### src/rtl/sbk_pkg.sv
package sbk_pkg;
  typedef enum logic {
    REGION_STATUS = 1'b0,
    REGION_MASK   = 1'b1
  } region_e;

  function automatic int unsigned addr_bits(int unsigned nreg);
    return (2 * nreg > 1) ? $clog2(2 * nreg) : 1;
  endfunction
endpackage

### src/rtl/sbk_status_reg.sv
module sbk_status_reg #(
  parameter int            DW    = 8,
  parameter logic [DW-1:0] LBITS = '1
) (
  input  logic          clk,
  input  logic          rst_n,
  input  logic [DW-1:0] evt,
  input  logic          sel_we,
  input  logic [DW-1:0] sel,
  output logic [DW-1:0] latch_q,
  output logic [DW-1:0] hold_q
);
  logic [DW-1:0] pick;

  // only event positions can be collected
  assign pick = sel_we ? (sel & LBITS) : '0;

  always_ff @(posedge clk or negedge rst_n) begin
    if (!rst_n) begin
      latch_q <= '0;
      hold_q  <= '0;
    end else begin
      // a new pulse overrides the clear in the same cycle
      latch_q <= ((latch_q & ~pick) | evt) & LBITS;
      hold_q  <= (hold_q & ~pick) | (latch_q & pick);
    end
  end
endmodule

### src/rtl/sbk_mask_reg.sv
module sbk_mask_reg #(
  parameter int DW = 8
) (
  input  logic          clk,
  input  logic          rst_n,
  input  logic          we,
  input  logic [DW-1:0] wdata,
  output logic [DW-1:0] q
);
  always_ff @(posedge clk or negedge rst_n) begin
    if (!rst_n)  q <= '0;
    else if (we) q <= wdata;
  end
endmodule

### src/rtl/sbk_irq_merge.sv
module sbk_irq_merge #(
  parameter int NBITS = 32
) (
  input  logic [NBITS-1:0] pend,
  output logic             irq_n
);
  assign irq_n = ~(|pend);
endmodule

### src/rtl/evt_status_bank.sv
module evt_status_bank
  import sbk_pkg::*;
#(
  parameter int                 NREG       = 4,
  parameter int                 DW         = 8,
  parameter logic [NREG*DW-1:0] LATCH_BITS = '1,
  localparam int                AW         = addr_bits(NREG),
  localparam int                NB         = NREG * DW
) (
  input  logic          clk,
  input  logic          rst_n,
  input  logic [AW-1:0] bus_addr,
  input  logic          bus_wr,
  input  logic          bus_rd,
  input  logic [DW-1:0] bus_wdata,
  output logic [DW-1:0] bus_rdata,
  input  logic [NB-1:0] evt_pulse,
  input  logic [NB-1:0] rt_cond,
  output logic          irq_n
);
  logic [NB-1:0] latch_flat;
  logic [NB-1:0] hold_flat;
  logic [NB-1:0] mask_flat;
  logic [NB-1:0] pend_flat;
  logic [DW-1:0] rd_mux;
  region_e       rgn;

  assign rgn = (int'(bus_addr) >= NREG) ? REGION_MASK : REGION_STATUS;

  for (genvar k = 0; k < NREG; k++) begin : g_reg
    logic stat_we;
    logic mask_we;

    assign stat_we = bus_wr && (rgn == REGION_STATUS) && (int'(bus_addr) == k);
    assign mask_we = bus_wr && (rgn == REGION_MASK) && (int'(bus_addr) == NREG + k);

    sbk_status_reg #(
      .DW   (DW),
      .LBITS(LATCH_BITS[k*DW +: DW])
    ) u_stat (
      .clk    (clk),
      .rst_n  (rst_n),
      .evt    (evt_pulse[k*DW +: DW]),
      .sel_we (stat_we),
      .sel    (bus_wdata),
      .latch_q(latch_flat[k*DW +: DW]),
      .hold_q (hold_flat[k*DW +: DW])
    );

    sbk_mask_reg #(.DW(DW)) u_mask (
      .clk  (clk),
      .rst_n(rst_n),
      .we   (mask_we),
      .wdata(bus_wdata),
      .q    (mask_flat[k*DW +: DW])
    );
  end

  // condition positions never reach the interrupt
  assign pend_flat = latch_flat & mask_flat & LATCH_BITS;

  sbk_irq_merge #(.NBITS(NB)) u_irq (
    .pend (pend_flat),
    .irq_n(irq_n)
  );

  always_comb begin
    rd_mux = '0;
    for (int k = 0; k < NREG; k++) begin
      if (int'(bus_addr) == k)
        rd_mux = (hold_flat[k*DW +: DW] & LATCH_BITS[k*DW +: DW])
               | (rt_cond[k*DW +: DW] & ~LATCH_BITS[k*DW +: DW]);
      if (int'(bus_addr) == NREG + k)
        rd_mux = mask_flat[k*DW +: DW];
    end
  end

  always_ff @(posedge clk or negedge rst_n) begin
    if (!rst_n)      bus_rdata <= '0;
    else if (bus_rd) bus_rdata <= rd_mux;
  end
endmodule

### config.mk
export PLATFORM = sky130hd
export DESIGN_NAME = evt_status_bank
export DESIGN_NICKNAME = d
export VERILOG_FILES = /design/src/rtl/sbk_pkg.sv /design/src/rtl/sbk_status_reg.sv /design/src/rtl/sbk_mask_reg.sv /design/src/rtl/sbk_irq_merge.sv /design/src/rtl/evt_status_bank.sv
export SDC_FILE = /design/constraint.sdc
export NUM_CORES = 1
export LEC_CHECK = 0
export BUFFER_PORTS_ARGS = -buffer_cell sky130_fd_sc_hd__buf_4
export CORE_ASPECT_RATIO = 0.9
export CORE_UTILIZATION = 50
export DETAILED_ROUTE_END_ITERATION = 8
export PLACE_DENSITY_LB_ADDON = 0.25
export RECOVER_POWER = 50
export SLEW_MARGIN = 20
export SYNTH_ARGS = -nofsm -noshare
export SYNTH_HDL_FRONTEND = slang
export SYNTH_SLANG_ARGS = --single-unit
### constraint.sdc
create_clock -name clk -period 1.4 [get_ports clk]
set_clock_uncertainty 0.05 [all_clocks]
set_input_delay 0.14 -clock clk [delete_from_list [all_inputs] [get_ports clk]]
set_output_delay 0.14 -clock clk [all_outputs]
set_load 0.05 [all_outputs]
==> flow_metrics.py, run 1 <==
metrics = {
    "floorplanning": {
        "dieWidth_microns": 103,
        "io_pins": 88,
        "die_y_microns": 92.9,
        "row_count": 32,
        "core-area_sq_um": 8730,
        "die-area_sq_um": 9580,
        "start_util": 0.526,
    },
    "sta": {
        "final.min_clock_period_ns": 1.99,
        "rsz0062_at_grt": "yes",
        "setup_ws_ns": -0.590,
        "hold_viol_final": 0,
        "fmax_mhz": 503,
        "worstMarginPinSlew_ns": 0.614,
        "drv_slew": 0,
        "setup_viol": 3,
        "period_share": 1.42,
        "relSlewSlack": 0.591,
        "fin_hold_ws_ns": 0.0151,
    },
    "yosys": {
        "yosys_most_used_dff": "dfrtp_1",
        "syn_nets": 412,
        "syn_area_sq_um": 4590,
        "async_flop_share": 1.00,
        "yosysSeqAreaShare": 0.566,
        "ys_seq_elements": 104,
        "synth-edff-count": 0,
        "synthTopCellsByArea": "dfrtp_1 (57%), mux2_2 (15%), a21o_1 (5.2%)",
        "syn_avg_cell_area_sq_um": 13.8,
        "synth-warning-count": 0,
        "synth_top_area_cell": "dfrtp_1",
        "synthCells": 333,
        "synth_top_area_frac": 0.566,
        "synth.distinct_cells": 33,
    },
    "grt": {
        "grt_antenna_before_repair": 0,
        "grt_overflow_total": 0,
        "first_global_vias": 3622,
        "grt_usage": 0.276,
        "grt_pass1_wl_microns": 18900,
        "grt_max_degree": 33,
    },
    "power_and_ir_drop": {
        "p_leak_uw": 0.00266,
        "seq_power_share": 0.507,
        "pwr-share-clk": 0.241,
        "p_switching_uw": 2090,
        "power_uw": 7440,
        "internal-power_uw": 5340,
        "comb_power_share": 0.252,
        "p_sw_frac": 0.281,
        "powerDensity_nw_per_um2": 1160,
        "ir_drop_v": 0.000924,
    },
    "route": {
        "wl_per_cell_microns": 18.6,
        "via_per_inst": 5.45,
        "ant_nets": 0,
        "first_pass_iters": 4,
        "num_vias": 3450,
        "drc": 0,
        "drtIter0Drc": 126,
        "routed_wl_microns": 11800,
    },
    "worst_setup_path": {
        "start_kind": "register",
        "crit_type": "register to output port",
        "cpPeakStageDelay_ns": 0.41,
        "required_ns": 1.21,
        "crit_fanout": 2,
        "path_cells": "a22oi_2 -> nand4_1 -> nor4_4 -> buf_6",
        "cp_data_arrival_time_ns": 1.80,
        "cp_slowest_cell": "dfrtp_1",
        "worstSetupEndpointType": "output port",
    },
    "cts": {
        "root_buffer": "clkbuf_8",
        "cts_tree": "built",
        "clkLatencyLatePin_ns": 0.39,
        "clk_pin_slew_ns": 0.08,
        "numCtsBuffers": 9,
        "htree_levels": 3,
        "clockBufferDepth": 2,
        "cts_sinks": 104,
        "cts_setup_buffers": 0,
    },
    "layout": {
        "drive_gt1_frac": 0.481,
        "synthToLayoutAreaGrowth_pct": 39.1,
        "final_cell_area_sq_um": 6390,
        "fin_nets": 590,
        "instances_no_fill": 633,
        "layout_common_cells": "buf_4 (127), dfrtp_1 (104), mux2_2 (62)",
        "final_common_cell": "buf_4",
        "antenna_cells": 0,
    },
    "run_status": {
        "outcome": "complete, but fails checks",
        "violations": "setup timing",
    },
    "placement": {
        "dpl.cell_count": 583,
        "dp_hpwl_microns": 8260,
        "post-place-ws_ns": -0.383,
        "gp_congestion": 0.805,
        "dpl_cell_area_sq_um": 5810,
        "io_buffers": 55,
    },
    "hold_path": {
        "hold_class": "primary input to register",
    },
    "flow_run": {
        "cap_violations": 0,
    },
}
metrics by stage:
step	TNS [ns]	utilization
2_1_floorplan	-0.168	-
3_3_place_gp	-12.71	0.665
3_5_place_dp	-14.71	0.665
4_1_cts	-0.731	0.732
5_1_grt	-0.935	0.732
6_report	-0.705	0.732
worst max-delay path: cells and delay by family, from the launching register on:
family          cells  cell delay, ns
flops               1            0.41
buf+inv             1            0.20
simple gates        2            0.59
compound gates      1            0.21
cell families (layout without fill, tap and decap cells):
group	count (synthesis)	in the layout	share of synthesized area
AO/OA/AOI/OAI	68	68	0.109
flip-flops	104	104	0.566
buffers and inverters	14	195	0.0221
multiplexers	88	88	0.232
AND/OR/NAND/NOR	59	59	0.0703
Yosys cell counts (all sizes together) (3+ instances only):
cell type / number
o221a: 3
a22oi: 16
nand2: 35
o21ai: 3
nand2b: 3
mux2i: 12
a21o: 32
o221ai: 4
mux2: 68
a21oi: 5
nor2: 9
dfrtp: 104
o22ai: 4
mux4: 8
buf: 9
nand4: 5
inv: 4
power groups by stage:
stage	Sequential, uW	Clock, uW	Combinational [uW]
3_5_place_dp	3800	0	1730
4_1_cts	3760	1830	1840
5_1_grt	3820	1940	2010
3_3_place_gp	3780	0	1680
6_report	3770	1790	1870
2_1_floorplan	3880	0	794
routing by layer:
layer / wire, microns / vias to the layer above / global-route usage
li1: - / 1587 / -
met1: 5110 / 1769 / 0.361
met2: 5930 / 80 / 0.461
met3: 536 / 14 / 0.0626
met4: 180 / 0 / 0.0798
met5: 0 / - / 0
layout make-up:
cell class,instances,area (sq um)
multi-input cells,215,1970
flip-flops and latches,104,2600
well taps,119,149
clock buffers,11,131
clock inverters,3,45.0
fillers,614,2340
repair buffers,177,1480
inverters,4,15.0
final timing paths:
path	start	cells past startpoint	slack, ns	endpoint
min in group asynchronous	rst_n	2	0.23	g_reg[2].u_stat.latch_q[3]$_DFF_PN0_
max	g_reg[0].u_mask.q[5]$_DFFE_PN0P_	4	-0.59	irq_n
min reg2reg	register	1	0.46	register
min	bus_wdata[5]	2	0.02	g_reg[3].u_mask.q[5]$_DFFE_PN0P_
max reg2reg	g_reg[3].u_mask.q[3]$_DFFE_PN0P_	4	-0.06	bus_rdata[3]$_DFFE_PN0P_
max in group asynchronous	rst_n	3	0.22	async pin
repair_timing:
| item | CTS | global route |
|---|---|---|
| setup endpoints to repair | 5 | 23 |
| resized for setup | 11 | 10 |
| pin swaps | 8 | 4 |
| hold endpoints to repair | 142 | 0 |
| gates cloned | 0 | 0 |
| hold buffers | 36 | 0 |
Power figures use the tool's default switching activity.
==> run 2, diff against run 1 <==
--- a/config.mk
+++ b/config.mk
@@ -9,7 +9,7 @@
 export CORE_ASPECT_RATIO = 0.9
 export CORE_UTILIZATION = 50
 export DETAILED_ROUTE_END_ITERATION = 8
-export PLACE_DENSITY_LB_ADDON = 0.25
+export PLACE_DENSITY_LB_ADDON = 0.05
 export RECOVER_POWER = 50
 export SLEW_MARGIN = 20
 export SYNTH_ARGS = -nofsm -noshare
==> flow_metrics.py, run 2 (synthesis results as in run 1) <==
metrics = {
    "run_status": {
        "violations": "setup timing",
        "outcome": "complete, but fails checks",
    },
    "route": {
        "first_pass_iters": 6,
        "drtIter0Drc": 134,
        "wl_per_cell_microns": 18.4,
        "ant_nets": 0,
        "via_per_inst": 5.40,
        "routed_wl_microns": 11900,
        "drc": 0,
        "num_vias": 3479,
    },
    "placement": {
        "dp_hpwl_microns": 8460,
        "gp_congestion": 0.875,
        "io_buffers": 55,
        "post-place-ws_ns": -0.472,
    },
    "sta": {
        "hold_viol_final": 0,
        "setup_viol": 4,
        "worstMarginPinSlew_ns": 0.934,
        "setup_ws_ns": -0.521,
        "fmax_mhz": 521,
        "final.min_clock_period_ns": 1.92,
        "drv_slew": 0,
        "period_share": 1.37,
        "relSlewSlack": 0.377,
        "rsz0062_at_grt": "yes",
    },
    "worst_setup_path": {
        "path_cells": "a22oi_1 -> nand4_1 -> nor4_4 -> buf_6",
        "cp_data_arrival_time_ns": 1.73,
        "cp_slowest_cell": "dfrtp_1",
        "rr_worst_depth": 5,
        "start_kind": "register",
        "crit_fanout": 2,
        "crit_type": "register to output port",
        "ff2ff_setup_slack_ns": -0.13,
        "cp.depth": 4,
        "cp_num_buf_inv": 1,
        "reg2reg_from": "g_reg[1].u_mask.q[0]$_DFFE_PN0P_",
        "setup.worst_path.end": "irq_n",
        "cpPeakStageDelay_ns": 0.41,
        "critPathTopFamily": "simple AND/OR/NAND/NOR gates",
        "required_ns": 1.21,
        "critPathLaunch": "g_reg[0].u_stat.latch_q[6]$_DFF_PN0_",
        "r2r-end": "bus_rdata[0]$_DFFE_PN0P_",
        "worstSetupEndpointType": "output port",
    },
    "grt": {
        "grt_pass1_wl_microns": 19100,
        "grt_max_degree": 105,
        "grt_antenna_before_repair": 0,
        "first_global_vias": 3647,
        "grt_overflow_total": 0,
        "grt_usage": 0.278,
    },
    "power_and_ir_drop": {
        "p_leak_uw": 0.00271,
        "powerDensity_nw_per_um2": 1160,
        "ir_drop_v": 0.000849,
    },
    "floorplanning": {
        "dieWidth_microns": 103,
        "row_count": 32,
        "io_pins": 88,
        "start_util": 0.526,
        "die_y_microns": 92.9,
        "die-area_sq_um": 9580,
        "core-area_sq_um": 8730,
    },
    "cts": {
        "cts_sinks": 104,
        "clockBufferDepth": 2,
        "clk_pin_slew_ns": 0.10,
        "root_buffer": "clkbuf_8",
        "clkLatencyLatePin_ns": 0.38,
        "htree_levels": 3,
        "cts_tree": "built",
        "numCtsBuffers": 9,
    },
    "layout": {
        "drive_gt1_frac": 0.490,
        "fin_nets": 599,
        "regArea_sq_um": 2600,
        "final_common_cell": "buf_4",
        "fin_util": 0.741,
        "layout_common_cells": "buf_4 (138), dfrtp_1 (104), mux2_2 (61)",
        "multi_input_area_sq_um": 1970,
        "n_fill_cell": 627,
        "antenna_cells": 0,
        "synthToLayoutAreaGrowth_pct": 40.7,
    },
    "flow_run": {
        "cap_violations": 0,
    },
    "hold_path": {
        "hold_class": "primary input to register",
    },
}
## run 2: worst reg2reg max path, delay by kind of cell, from the launching register on
family	cells	cell delay [ns]
mux	1	0.27
compound gates	3	0.43
buf+inv	1	0.27
flops	1	0.40
## run 2: what timing repair did
action,CTS,global route
setup buffers,2,2
hold endpoints to repair,136,0
pin swaps,8,8
hold buffers,33,0
endpoints found under the setup margin,12,7
resized for setup,12,10
## run 2: area by class of cell
class / count / share of cell area
timing repair buffer: 186 / 0.239
clock inverter: 3 / 0.00658
multi-input combinational: 215 / 0.305
sequential: 104 / 0.403
clock buffer: 13 / 0.0215
inverter: 4 / 0.00232
tap: 119 / 0.0230
## run 2: routing by layer
layer | vias to the layer above | routed length (microns) | track usage
met5 | - | 0 | 0
met2 | 87 | 5880 | 0.454
li1 | 1621 | - | -
met3 | 19 | 451 | 0.0551
met1 | 1752 | 5270 | 0.372
met4 | 0 | 249 | 0.0869
## run 2: worst min path at each step
stage	from	to	slack (ns)	cells past startpoint
2_1_floorplan	rst_n	async pin	-0.21	0
3_3_place_gp	rst_n	g_reg[0].u_stat.latch_q[3]$_DFF_PN0_	0.20	2
3_5_place_dp	rst_n	async pin	0.20	2
4_1_cts	bus_wdata[1]	g_reg[1].u_mask.q[1]$_DFFE_PN0P_	0.008	2
5_1_grt	bus_wdata[3]	g_reg[3].u_mask.q[3]$_DFFE_PN0P_	0.02	2
6_report	bus_wdata[3]	g_reg[2].u_mask.q[3]$_DFFE_PN0P_	0.02	2
## run 2: stage by stage
step	instance area (sq um)	hold WS (ns)	TNS, ns	cells	power, uW
after floorplan	4610	-0.206	-0.168	333	4680
final	6460	0.0187	-0.788	644	7490
after global placement	5860	0.203	-11.89	593	5500
after global routing	6460	0.0155	-1.29	644	7820
after CTS	6440	0.00794	-0.536	644	7480
after detailed placement	5860	0.201	-14.13	593	5560
## run 2: power by group
| part | leakage [uW] | switching, uW | internal (uW) |
|---|---|---|---|
| combinational | 0.00152 | 804 | 1100 |
| clock | 0.0000876 | 981 | 828 |
| sequential | 0.00110 | 312 | 3460 |
| total | 0.00271 | 2100 | 5390 |
==> run 3, diff against run 2 <==
==> constraint.sdc (replaced) <==
create_clock -name clk -period 1.96 [get_ports clk]
set_clock_uncertainty 0.05 [all_clocks]
set_input_delay 0.196 -clock clk [delete_from_list [all_inputs] [get_ports clk]]
set_output_delay 0.196 -clock clk [all_outputs]
set_load 0.05 [all_outputs]
==> flow_metrics.py, run 3 (synthesis results as in run 1) <==
metrics = {
    "run_status": {
        "outcome": "complete, but fails checks",
        "violations": "setup timing",
    },
    "power_and_ir_drop": {
        "ir_drop_v": 0.000499,
        "p_leak_uw": 0.00230,
        "powerDensity_nw_per_um2": 910,
        "power_uw": 5240,
    },
    "route": {
        "num_vias": 3121,
        "ant_nets": 0,
        "drtIter0Drc": 77,
        "first_pass_iters": 4,
        "via_per_inst": 5.59,
        "routed_wl_microns": 10500,
        "drc": 0,
        "wl_per_cell_microns": 18.8,
    },
    "sta": {
        "period_share": 1.03,
        "worstMarginPinSlew_ns": 1.30,
        "setup_viol": 1,
        "drv_slew": 0,
        "final.min_clock_period_ns": 2.02,
        "hold_viol_final": 0,
        "fin_hold_ws_ns": 0.0691,
        "fmax_mhz": 496,
        "rsz0062_at_grt": "yes",
        "relSlewSlack": 0.132,
        "setup_ws_ns": -0.0572,
    },
    "worst_setup_path": {
        "cp_num_buf_inv": 1,
        "start_kind": "register",
        "required_ns": 1.71,
        "worstSetupEndpointType": "output port",
        "path_cells": "a22oi_2 -> nand4_1 -> nor4_2 -> buf_4",
        "critPathTopFamily": "simple AND/OR/NAND/NOR gates",
        "crit_fanout": 2,
        "cpPeakStageDelay_ns": 0.41,
        "cp_slowest_cell": "dfrtp_1",
        "cp_data_arrival_time_ns": 1.77,
        "crit_type": "register to output port",
    },
    "layout": {
        "fin_util": 0.660,
        "antenna_cells": 0,
        "final_common_cell": "dfrtp_1",
        "drive_gt1_frac": 0.394,
        "fin_nets": 513,
        "layout_common_cells": "dfrtp_1 (104), buf_4 (65), mux2_2 (63)",
        "n_fill_cell": 709,
        "synthToLayoutAreaGrowth_pct": 25.4,
    },
    "cts": {
        "root_buffer": "clkbuf_8",
        "clkLatencyLatePin_ns": 0.37,
        "cts_sinks": 104,
        "cts_tree": "built",
        "htree_levels": 3,
        "numCtsBuffers": 9,
        "clockBufferDepth": 2,
        "clk_pin_slew_ns": 0.11,
    },
    "grt": {
        "grt_usage": 0.247,
        "grt_overflow_total": 0,
        "grt_antenna_before_repair": 0,
        "grt_max_degree": 105,
        "first_global_vias": 3269,
        "grt_pass1_wl_microns": 17100,
    },
    "floorplanning": {
        "start_util": 0.526,
        "dieWidth_microns": 103,
        "die-area_sq_um": 9580,
        "io_pins": 88,
        "row_count": 32,
        "die_y_microns": 92.9,
        "core-area_sq_um": 8730,
    },
    "flow_run": {
        "cap_violations": 0,
    },
    "placement": {
        "dp_hpwl_microns": 7200,
        "gp_congestion": 0.798,
        "io_buffers": 55,
    },
    "hold_path": {
        "hold_class": "primary input to register",
    },
}
run 3: report_power, final:
part           leakage [uW]  total (uW)  internal, uW  switching (uW)
Clock              0.000110        1480           733             748
Sequential          0.00110        2700          2470             230
Combinational       0.00109        1060           581             478
run 3: worst register-to-register path: cells and delay by family (launching register included):
family | cells | cell delay [ns]
compound gates | 1 | 0.09
buf+inv | 1 | 0.14
flops | 1 | 0.41
mux | 2 | 0.58
run 3: repair_timing:
action,4_1_cts,5_1_grt
endpoints found under the hold margin,136,0
pin swaps,1,3
gates resized for setup,7,2
setup endpoints to repair,1,1
buffers inserted,1,2
hold buffers,33,0
cloned,0,0
run 3: path summary, 6_finish.rpt:
kind	start	endpoint	slack, ns	cells past startpoint
setup / recovery	g_reg[1].u_stat.latch_q[5]$_DFF_PN0_	irq_n	-0.06	4
hold / removal	bus_wdata[5]	g_reg[0].u_mask.q[5]$_DFFE_PN0P_	0.07	2
setup reg to reg	g_reg[2].u_mask.q[5]$_DFFE_PN0P_	bus_rdata[5]$_DFFE_PN0P_	0.57	4
hold reg to reg	register	register	0.46	1
max in group asynchronous	rst_n	g_reg[1].u_mask.q[2]$_DFFE_PN0P_	0.34	3
min in group asynchronous	rst_n	g_reg[0].u_stat.latch_q[4]$_DFF_PN0_	0.70	3
run 3: layer usage:
| layer | GRT usage | share of wire | vias to the layer above |
|---|---|---|---|
| met1 | 0.346 | 0.47 | 1593 |
| met4 | 0.0575 | 0.012 | 0 |
| li1 | - | - | 1448 |
| met5 | 0 | 0 | - |
| met2 | 0.402 | 0.48 | 67 |
| met3 | 0.0423 | 0.037 | 13 |
run 3: cell type report:
class                           instances  area, sq um  share of cell area
Tap cell                              119          149              0.0259
Timing Repair Buffer                  100          830               0.144
Inverter                                4         15.0             0.00261
Sequential cell                       104         2600               0.452
Clock buffer                            9          124              0.0215
Clock inverter                          7          103              0.0178
Multi-Input combinational cell        215         1940               0.336
run 3: through the flow:
stage / setup WS, ns / cells / setup TNS [ns] / cell area, sq um
final: -0.0572 / 558 / -0.0572 / 5760
after global routing: -0.143 / 558 / -0.143 / 5760
after CTS: -0.0775 / 556 / -0.0775 / 5760
after detailed placement: 0.00966 / 506 / 0 / 5160
after global placement: 0.0352 / 506 / 0 / 5160
after floorplan: 0.0660 / 333 / 0 / 4600
